<file path="src/rtl/sirq_pkg.sv">
package sirq_pkg;
   localparam int SEL_W = 3;
   typedef enum logic [SEL_W-1:0] {
      CMD_STOP   = 3'd2,
      CMD_ARM    = 3'd3,
      CMD_RELOAD = 3'd5,
      CMD_OFFSET = 3'd6
   } sirq_cmd_e;
endpackage

</file>
<file path="src/rtl/sirq_latch_fmt.sv">
module sirq_latch_fmt #(
   parameter int DATA_W = 8,
   parameter logic [DATA_W-1:0] OR_MASK = 'h27
) (
   input  logic [DATA_W-1:0] raw,
   input  logic [DATA_W-1:0] offset,
   output logic [DATA_W-1:0] shaped
);
   localparam int TOP = DATA_W - 1;
   localparam logic [DATA_W-1:0] ONE = {{(DATA_W-1){1'b0}}, 1'b1};

   always_comb begin
      if (offset[TOP]) shaped = raw ^ (offset | ONE);
      else             shaped = raw | (offset & OR_MASK);
   end
endmodule

</file>
<file path="src/rtl/sirq_ctrl.sv">
module sirq_ctrl
   import sirq_pkg::*;
#(
   parameter int DATA_W = 8,
   parameter logic [DATA_W-1:0] OR_MASK = 'h27,
   parameter bit OFFSET_EN = 1'b1
) (
   input  logic              clk,
   input  logic              rst_n,
   input  logic              wr_en,
   input  logic [SEL_W-1:0]  wr_sel,
   input  logic [DATA_W-1:0] wr_data,
   input  logic              line_ok,
   output logic              armed,
   output logic              pending,
   output logic              stop_now,
   output logic [DATA_W-1:0] reload
);
   logic do_stop, do_arm, do_reload, do_offset;
   logic [DATA_W-1:0] offset_q, shaped;

   always_comb begin
      do_stop   = wr_en && (wr_sel == CMD_STOP);
      do_arm    = wr_en && (wr_sel == CMD_ARM);
      do_reload = wr_en && (wr_sel == CMD_RELOAD);
      do_offset = wr_en && (wr_sel == CMD_OFFSET);
   end
   assign stop_now = do_stop;

   generate
      if (OFFSET_EN) begin : g_offset
         always_ff @(posedge clk) begin
            if (!rst_n)         offset_q <= '0;
            else if (do_offset) offset_q <= wr_data;
         end
      end else begin : g_no_offset
         assign offset_q = '0;
         // with the variant off the select-6 write reaches nothing
      end
   endgenerate

   sirq_latch_fmt #(.DATA_W(DATA_W), .OR_MASK(OR_MASK)) u_fmt (
      .raw(wr_data), .offset(offset_q), .shaped(shaped));

   always_ff @(posedge clk) begin
      if (!rst_n) begin
         armed   <= 1'b0;
         pending <= 1'b0;
         reload  <= '0;
      end else begin
         if (do_stop)     armed <= 1'b0;
         else if (do_arm) armed <= 1'b1;
         if (do_reload) reload <= shaped;
         if (do_arm || do_reload) pending <= 1'b1;
         else if (line_ok)        pending <= 1'b0;
      end
   end

   a_r3_arm_sets_pending: assert property (@(posedge clk) disable iff (!rst_n)
      do_arm |=> (armed && pending));
   a_r2_stop_disarms: assert property (@(posedge clk) disable iff (!rst_n)
      do_stop |=> !armed);
endmodule

</file>
<file path="src/rtl/sirq_count.sv">
module sirq_count #(
   parameter int DATA_W = 8
) (
   input  logic              clk,
   input  logic              rst_n,
   input  logic              line_ok,
   input  logic              pending,
   input  logic              armed,
   input  logic              stop_now,
   input  logic [DATA_W-1:0] reload,
   output logic              irq
);
   logic [DATA_W-1:0] cnt_q, base, next_cnt;

   always_comb begin
      base     = pending ? reload : cnt_q;
      next_cnt = (base != '0) ? base - 1'b1 : '0;
   end

   always_ff @(posedge clk) begin
      if (!rst_n) begin
         cnt_q <= '0;
         irq   <= 1'b0;
      end else begin
         if (line_ok) cnt_q <= next_cnt;
         if (stop_now)                                    irq <= 1'b0;
         else if (line_ok && armed && next_cnt == '0)     irq <= 1'b1;
      end
   end

   a_r7_hold_off_line: assert property (@(posedge clk) disable iff (!rst_n)
      !line_ok |=> $stable(cnt_q));
   a_r10_no_wrap: assert property (@(posedge clk) disable iff (!rst_n)
      (line_ok && !pending && cnt_q == '0) |=> (cnt_q == '0));
   a_r9_level_hold: assert property (@(posedge clk) disable iff (!rst_n)
      (irq && !stop_now) |=> irq);
   a_r2_stop_drops: assert property (@(posedge clk) disable iff (!rst_n)
      stop_now |=> !irq);
endmodule

</file>
<file path="src/rtl/scanline_irq_unit.sv">
module scanline_irq_unit #(
   parameter int DATA_W = 8,
   parameter logic [DATA_W-1:0] OR_MASK = 'h27,
   parameter bit OFFSET_EN = 1'b1
) (
   input  logic              clk,
   input  logic              rst_n,
   input  logic              wr_en,
   input  logic [2:0]        wr_sel,
   input  logic [DATA_W-1:0] wr_data,
   input  logic              line_tick,
   input  logic              line_visible,
   input  logic              render_on,
   output logic              irq
);
   generate
      if (DATA_W < 8) begin : g_bad_width
         $error("DATA_W must be at least 8");
      end
   endgenerate

   logic line_ok, armed, pending, stop_now;
   logic [DATA_W-1:0] reload;

   assign line_ok = line_tick && line_visible && render_on;

   sirq_ctrl #(.DATA_W(DATA_W), .OR_MASK(OR_MASK), .OFFSET_EN(OFFSET_EN)) u_ctrl (
      .clk(clk), .rst_n(rst_n), .wr_en(wr_en), .wr_sel(wr_sel), .wr_data(wr_data),
      .line_ok(line_ok), .armed(armed), .pending(pending), .stop_now(stop_now),
      .reload(reload));

   sirq_count #(.DATA_W(DATA_W)) u_count (
      .clk(clk), .rst_n(rst_n), .line_ok(line_ok), .pending(pending), .armed(armed),
      .stop_now(stop_now), .reload(reload), .irq(irq));

   a_r1_reset_quiet: assert property (@(posedge clk)
      !rst_n |=> !irq);
endmodule

</file>
<file path="config.mk">
export PLATFORM = sky130hd
export DESIGN_NAME = scanline_irq_unit
export DESIGN_NICKNAME = d
export VERILOG_FILES = /design/src/rtl/sirq_pkg.sv /design/src/rtl/sirq_latch_fmt.sv /design/src/rtl/sirq_ctrl.sv /design/src/rtl/sirq_count.sv /design/src/rtl/scanline_irq_unit.sv
export SDC_FILE = /design/constraint.sdc
export NUM_CORES = 1
export LEC_CHECK = 0
export ABC_AREA = 0
export BUFFER_PORTS_ARGS = -buffer_cell sky130_fd_sc_hd__buf_2
export CELL_PAD_IN_SITES_DETAIL_PLACEMENT = 1
export CELL_PAD_IN_SITES_GLOBAL_PLACEMENT = 1
export CORE_MARGIN = 1.5
export CORE_UTILIZATION = 25
export CTS_CLUSTER_SIZE = 40
export DETAILED_ROUTE_END_ITERATION = 12
export PLACE_DENSITY_LB_ADDON = 0.1
export SYNTH_ARGS = -nofsm -noshare
export SYNTH_HDL_FRONTEND = slang
export SYNTH_SLANG_ARGS = --single-unit
</file>
<file path="constraint.sdc">
create_clock -name clk -period 2.1 [get_ports clk]
set_input_delay 0.21 -clock clk [delete_from_list [all_inputs] [get_ports clk]]
set_output_delay 0.21 -clock clk [all_outputs]
set_load 0.05 [all_outputs]
</file>
* Word level (Yosys, flattened, before mapping) *
Index checks and enable logic that the tools add are counted.

word-level totals
  flip-flop bits (word level) = 27
  latch bits = 0
  RAM bits = 0
  ROM bits = 0
  input bits = 17
  memories = 0

cells by class
  add/subtract/negate cells = 1
  multiply operators = 0
  div/mod/pow operators = 0
  order comparisons = 0
  equality and inequality tests = 4
  shift-type cells = 0
  multiplexer cells = 5
  bitwise logic cells = 3
  reductions and logical operators = 13

operators with widths
  cell                 number
  $mux 8               3
  $logic_and 1x1->1    8
  $logic_not 8->1      1
  $or 8x6->8           1
  $reduce_bool 8->1    1
  $sub 8x1->8 const B  1
  $xor 8x8->8          1
  $eq 3x2->1 const B   2
  $eq 3x3->1 const B   2
  $mux 1               2
  $reduce_bool 2->1    1
  $reduce_or 2->1      1
  $logic_or 1x1->1     1
  $not 1->1            1

* Logic depth before layout (Yosys ltp) *
  word-level depth = 5
  gate-level depth with buffers = 8
  mapped depth without buffers = 6

* Cells and area by module *
From an unflattened synthesis, not the netlist that was laid out.

unflattened totals
  cell total of the unflattened synthesis = 198
  area total of the unflattened synthesis = 1722.9 um^2

by module, submodules not included
  module             instances  cells an instance  area each (um^2)  seq. area each (um^2)
  sirq_count         1          89                 769.5             180.2
  sirq_ctrl          1          83                 758.2             360.3
  sirq_latch_fmt     1          25                 188.9             0.0
  scanline_irq_unit  1          1                  6.3               0.0

* Worst setup path before layout *
No wires, ideal clock.

  path type = reg2reg
  start point = register u_ctrl.pending
  end point = register u_count.cnt_q[4]
  arrival = 1.849 ns
  required time = 2.030 ns
  path slack = 0.181 ns
  cell stages (with the launch flop) = 9
  cells stage by stage = dfxtp_1 > buf_6 > buf_6 > mux2i_1 > ha_1 > o21ai_0 > xnor2_1 > or3_1 > a21oi_1

on the way
  longest elaborated chain between the ends = 3

RTL lines
  item                                              RTL line          text
  start: declaration                                sirq_ctrl.sv:15   output logic pending,
  start signal: assignment                          sirq_ctrl.sv:48   pending <= 1'b0;
  start signal: assignment                          sirq_ctrl.sv:54   if (do_arm || do_reload) pending <= 1'b1;
  start signal: assignment                          sirq_ctrl.sv:55   else if (line_ok) pending <= 1'b0;
  $mux 8 *                                          sirq_count.sv:16  base = pending ? reload : cnt_q;
  $sub 8x1->8 or $reduce_bool 8->1 (tied branches)  sirq_count.sv:17  next_cnt = (base != '0) ? base - 1'b1 : '0;
  $mux 8 *                                          sirq_count.sv:17
  end signal: assignment                            sirq_count.sv:25  if (line_ok) cnt_q <= next_cnt;
  end: declaration                                  sirq_count.sv:13  logic [DATA_W-1:0] cnt_q, base, next_cnt;

Every way passes the cells marked *; elsewhere a longest branch is shown, timed or not.
A chain may end at the register's enable or synchronous reset.

* Final worst setup path *
  start point = register u_ctrl.pending
  end point = register u_count.irq

on the way
  longest elaborated chain between the ends = 5

RTL lines
  item                                              RTL line          text
  $mux 8 *                                          sirq_count.sv:16
  $sub 8x1->8 or $reduce_bool 8->1 (tied branches)  sirq_count.sv:17
  $mux 8 *                                          sirq_count.sv:17
  $logic_not 8->1 *                                 sirq_count.sv:27  else if (line_ok && armed && next_cnt == '0) irq <= 1'b1;
  $logic_and 1x1->1 *                               sirq_count.sv:27
  end signal: assignment                            sirq_count.sv:23  irq <= 1'b0;
  end signal: assignment                            sirq_count.sv:26  if (stop_now) irq <= 1'b0;
  end signal: assignment                            sirq_count.sv:27
  end: declaration                                  sirq_count.sv:11  output logic irq

Marked as above.

==> flow_summary.json <==
{
  "global_route.usage.total_pct": 13.6,
  "vias": 1369,
  "routed_via_density": 4.94,
  "number_of_port_buffers": 17,
  "drt_drc_violations_left": 0,
  "place_congestion": 0.845,
  "synth_cells": 185,
  "critical_path_fanouts_max": 10,
  "timing.critical_path.required_ns": 2.31,
  "finalNetCount": 225,
  "syn_area_per_cell_um2": 8.31,
  "sw_frac_of_total_pct": 30.2,
  "power_per_cell_area_mw_per_mm2": 636,
  "synth-main-ff-cell": "dfxtp_1",
  "maxUsedRoutingLayer": "met4",
  "hold_path.class": "in -> reg",
  "period_needed_ns": 1.87,
  "count_of_final_setup_violators": 0,
  "clockPowerShare_pct": 27.8,
  "ctsHtreeMaxLevel": 1,
  "cts_hold_buffers": 0,
  "worst_hold_startpoint": "wr_data[1]",
  "number_of_rows_created_at_floorplan": 28,
  "worst_setup_path_class": "reg -> reg",
  "dpl.hpwl_um": 3130,
  "p_sw_uw": 337,
  "clk_latency_ns": 0.28,
  "synth_nets": 207,
  "static-leakage-power_nw": 0.604,
  "max_slew_margin_vs_limit_pct": 56.9,
  "first_global_vias": 1384,
  "drt_iter0_markers": 19,
  "cp_data_arrival_time_ns": 2.08,
  "fmax_mhz": 534,
  "grt_max_degree": 25,
  "mapped_area_mm2": 0.00154,
  "detailroute.wirelength.met3_um": 80,
  "post_detailed_routing_wire_length_um": 4080,
  "layout_worst_path_cycle_share_pct": 89.1,
  "grt_setup_unrepaired": "no",
  "netlist-cell-type-count": 41,
  "mostFrequentLayoutCell": "nand2_1",
  "cp-end-kind": "flip-flop",
  "maxSlewViolCount": 0,
  "m1WireLength_um": 1950,
  "synth-seq-cells": 27,
  "grt_antenna_before_repair": 0,
  "floorplan.io_pins": 18,
  "worst_hold_path.num_cells": 3,
  "post-route-cell-area_mm2": 0.00175,
  "cts-buffers-inserted": 3,
  "setup_tns_ns": 0,
  "die_height_um": 81.4,
  "seq_power_share_pct": 49.6,
  "clkSinkCount": 27,
  "synthesis.yosys.warnings": 0,
  "yosys.area.top_type": "dfxtp_1",
  "floorplan.core_area_mm2": 0.00592,
  "drt.antenna.violating_nets": 0,
  "area.growth.synth_to_final_pct": 14.2,
  "grt_pass1_wl_um": 6820,
  "worst_r2r_startpoint": "u_ctrl.pending$_SDFFE_PN0P_",
  "ir_worst_vdd_v": 0.000246,
  "synth_edf_count": 0,
  "reg2reg_slack_ns": 0.23,
  "drt-pass1-iter-count": 4,
  "drv_cap": 0,
  "yosysTopAreaCellShare_pct": 35.2,
  "antenna_cells": 0,
  "layout.cells.most_common_list": "nand2_1 (30), dfxtp_1 (26), a21oi_1 (19)",
  "cts_max_path_buffers": 2,
  "clockRootBuffer": "clkbuf_8",
  "min_to": "u_ctrl.offset_q[1]$_SDFFE_PN0P_",
  "finalHoldViolations": 0,
  "asyncSetResetFlopFracSynth_pct": 0,
  "comb_power_share_pct": 22.5,
  "worstRegToRegCells": 7,
  "synth_area_leaders": "dfxtp_1 (35%), nand2_1 (7.3%), mux2i_1 (7.2%)",
  "initial_utilization_pct": 26.0,
  "die-width_um": 81.4,
  "routed_wire_length_per_instance_um": 14.7,
  "timing_worst_slew_pin_value_ns": 0.644,
  "status": "finished, final reports clean",
  "clock_tree_from_tritoncts": "done",
  "ys_seq_area_share_pct": 35.2,
  "r2r_end": "u_count.irq$_SDFFE_PP0P_",
  "critical_path.startpoint_type": "flip-flop",
  "design.die.area_mm2": 0.00663,
  "global_route.overflow_total": 0,
  "met2_wirelength_um": 1990,
  "clkTransAtPathRegs_ns": 0.10,
  "post_route_cells_drive_above_1_share_pct": 18.8,
  "final.setup_skew_ns": 0.00193,
  "place_area_mm2": 0.00170,
  "internal_power_uw": 779
}
## synthesized netlist by cell type (all sizes together), types with 2 or more instances
| cell type | instances |
|---|---|
| nand2 | 30 |
| dfxtp | 27 |
| a21oi | 20 |
| nor2 | 18 |
| mux2i | 11 |
| nor3 | 10 |
| a211oi | 7 |
| inv | 7 |
| buf | 5 |
| ha | 5 |
| nor3b | 5 |
| xnor2 | 5 |
| clkbuf | 4 |
| xor2 | 4 |
| nor4 | 3 |
| o21ai | 3 |
| or3 | 3 |
| a32oi | 2 |
| nand3b | 2 |
| o31a | 2 |
## what timing repair did
action | in CTS | in global routing
gates resized for setup | 0 | 2
hold endpoints to repair | 0 | 0
buffers inserted | 0 | 1
setup endpoints to repair | 0 | 1
## critical path, cell delays in order, from the launching register on
cell      delay (ns)
dfxtp_2         0.38
buf_4           0.19
buf_4           0.20
nor3b_1         0.25
o221ai_1        0.20
mux2i_2         0.28
o211ai_1        0.13
o21ai_0         0.17
## cells by family (layout without fill, tap and decap cells)
| group | count (synthesis) | in the layout | synth area share, % |
|---|---|---|---|
| AOI/OAI and AO/OA | 38 | 38 | 15.4 |
| xor gates and xnor gates | 9 | 9 | 5.13 |
| adders and majority gates | 5 | 5 | 4.07 |
| buffers and inverters | 16 | 33 | 4.97 |
| DFF | 27 | 27 | 35.2 |
| muxes | 12 | 12 | 7.90 |
| and+or+nand+nor | 78 | 78 | 27.4 |
## cell type report
cell class	instances	area, um2
clock buffers	3	41.3
fillers	731	4170
multi-input cells	142	923
inverters	7	26.3
clock inverters	1	5.00
well taps	75	93.8
flip-flops and latches	27	542
repair buffers	22	123
## stage by stage
step / power [mW] / cells / util (%) / worst slack (ns) / hold WS (ns)
2_1_floorplan: 0.739 / 185 / - / 0.181 / 0.346
3_3_place_gp: 0.806 / 272 / 28.6 / 0.263 / 0.442
6_report: 1.12 / 277 / 29.6 / 0.228 / 0.167
5_1_grt: 1.19 / 277 / 29.6 / 0.0604 / 0.177
3_5_place_dp: 0.811 / 272 / 28.6 / 0.181 / 0.450
4_1_cts: 1.13 / 276 / 29.4 / 0.145 / 0.162
## per-layer routing
layer	global-route usage, %	up-vias
met1	17.4	658
met4	4.14	0
met2	23.3	13
li1	-	693
met3	2.02	5
met5	0	-
## worst max path at each step
stage	cells after the start	from	slack [ns]	end
floorplan	8	u_ctrl.pending$_SDFFE_PN0P_	0.18	u_count.cnt_q[4]$_SDFFE_PN0P_
global placement	5	u_ctrl.pending$_SDFFE_PN0P_	0.26	u_count.cnt_q[7]$_SDFFE_PN0P_
detailed placement	7	u_ctrl.pending$_SDFFE_PN0P_	0.18	u_count.irq$_SDFFE_PP0P_
CTS	7	u_ctrl.pending$_SDFFE_PN0P_	0.15	u_count.irq$_SDFFE_PP0P_
global route	7	u_ctrl.pending$_SDFFE_PN0P_	0.06	u_count.irq$_SDFFE_PP0P_
finish	7	u_ctrl.pending$_SDFFE_PN0P_	0.23	u_count.irq$_SDFFE_PP0P_
## power by group through the flow
stage | logic [mW] | clock network [mW] | registers, mW
2_1_floorplan | 0.181 | 0 | 0.558
3_3_place_gp | 0.241 | 0 | 0.565
3_5_place_dp | 0.245 | 0 | 0.566
4_1_cts | 0.246 | 0.327 | 0.554
5_1_grt | 0.281 | 0.350 | 0.558
6_report | 0.251 | 0.311 | 0.554
## state kept, by name, indices dropped and copies added (netlist names)
register	count
u_count.irq	1
u_ctrl.offset_q	8
u_ctrl.reload	8
u_ctrl.armed	1
u_count.cnt_q	8
u_ctrl.pending	1
Power figures use the tool's default switching activity.
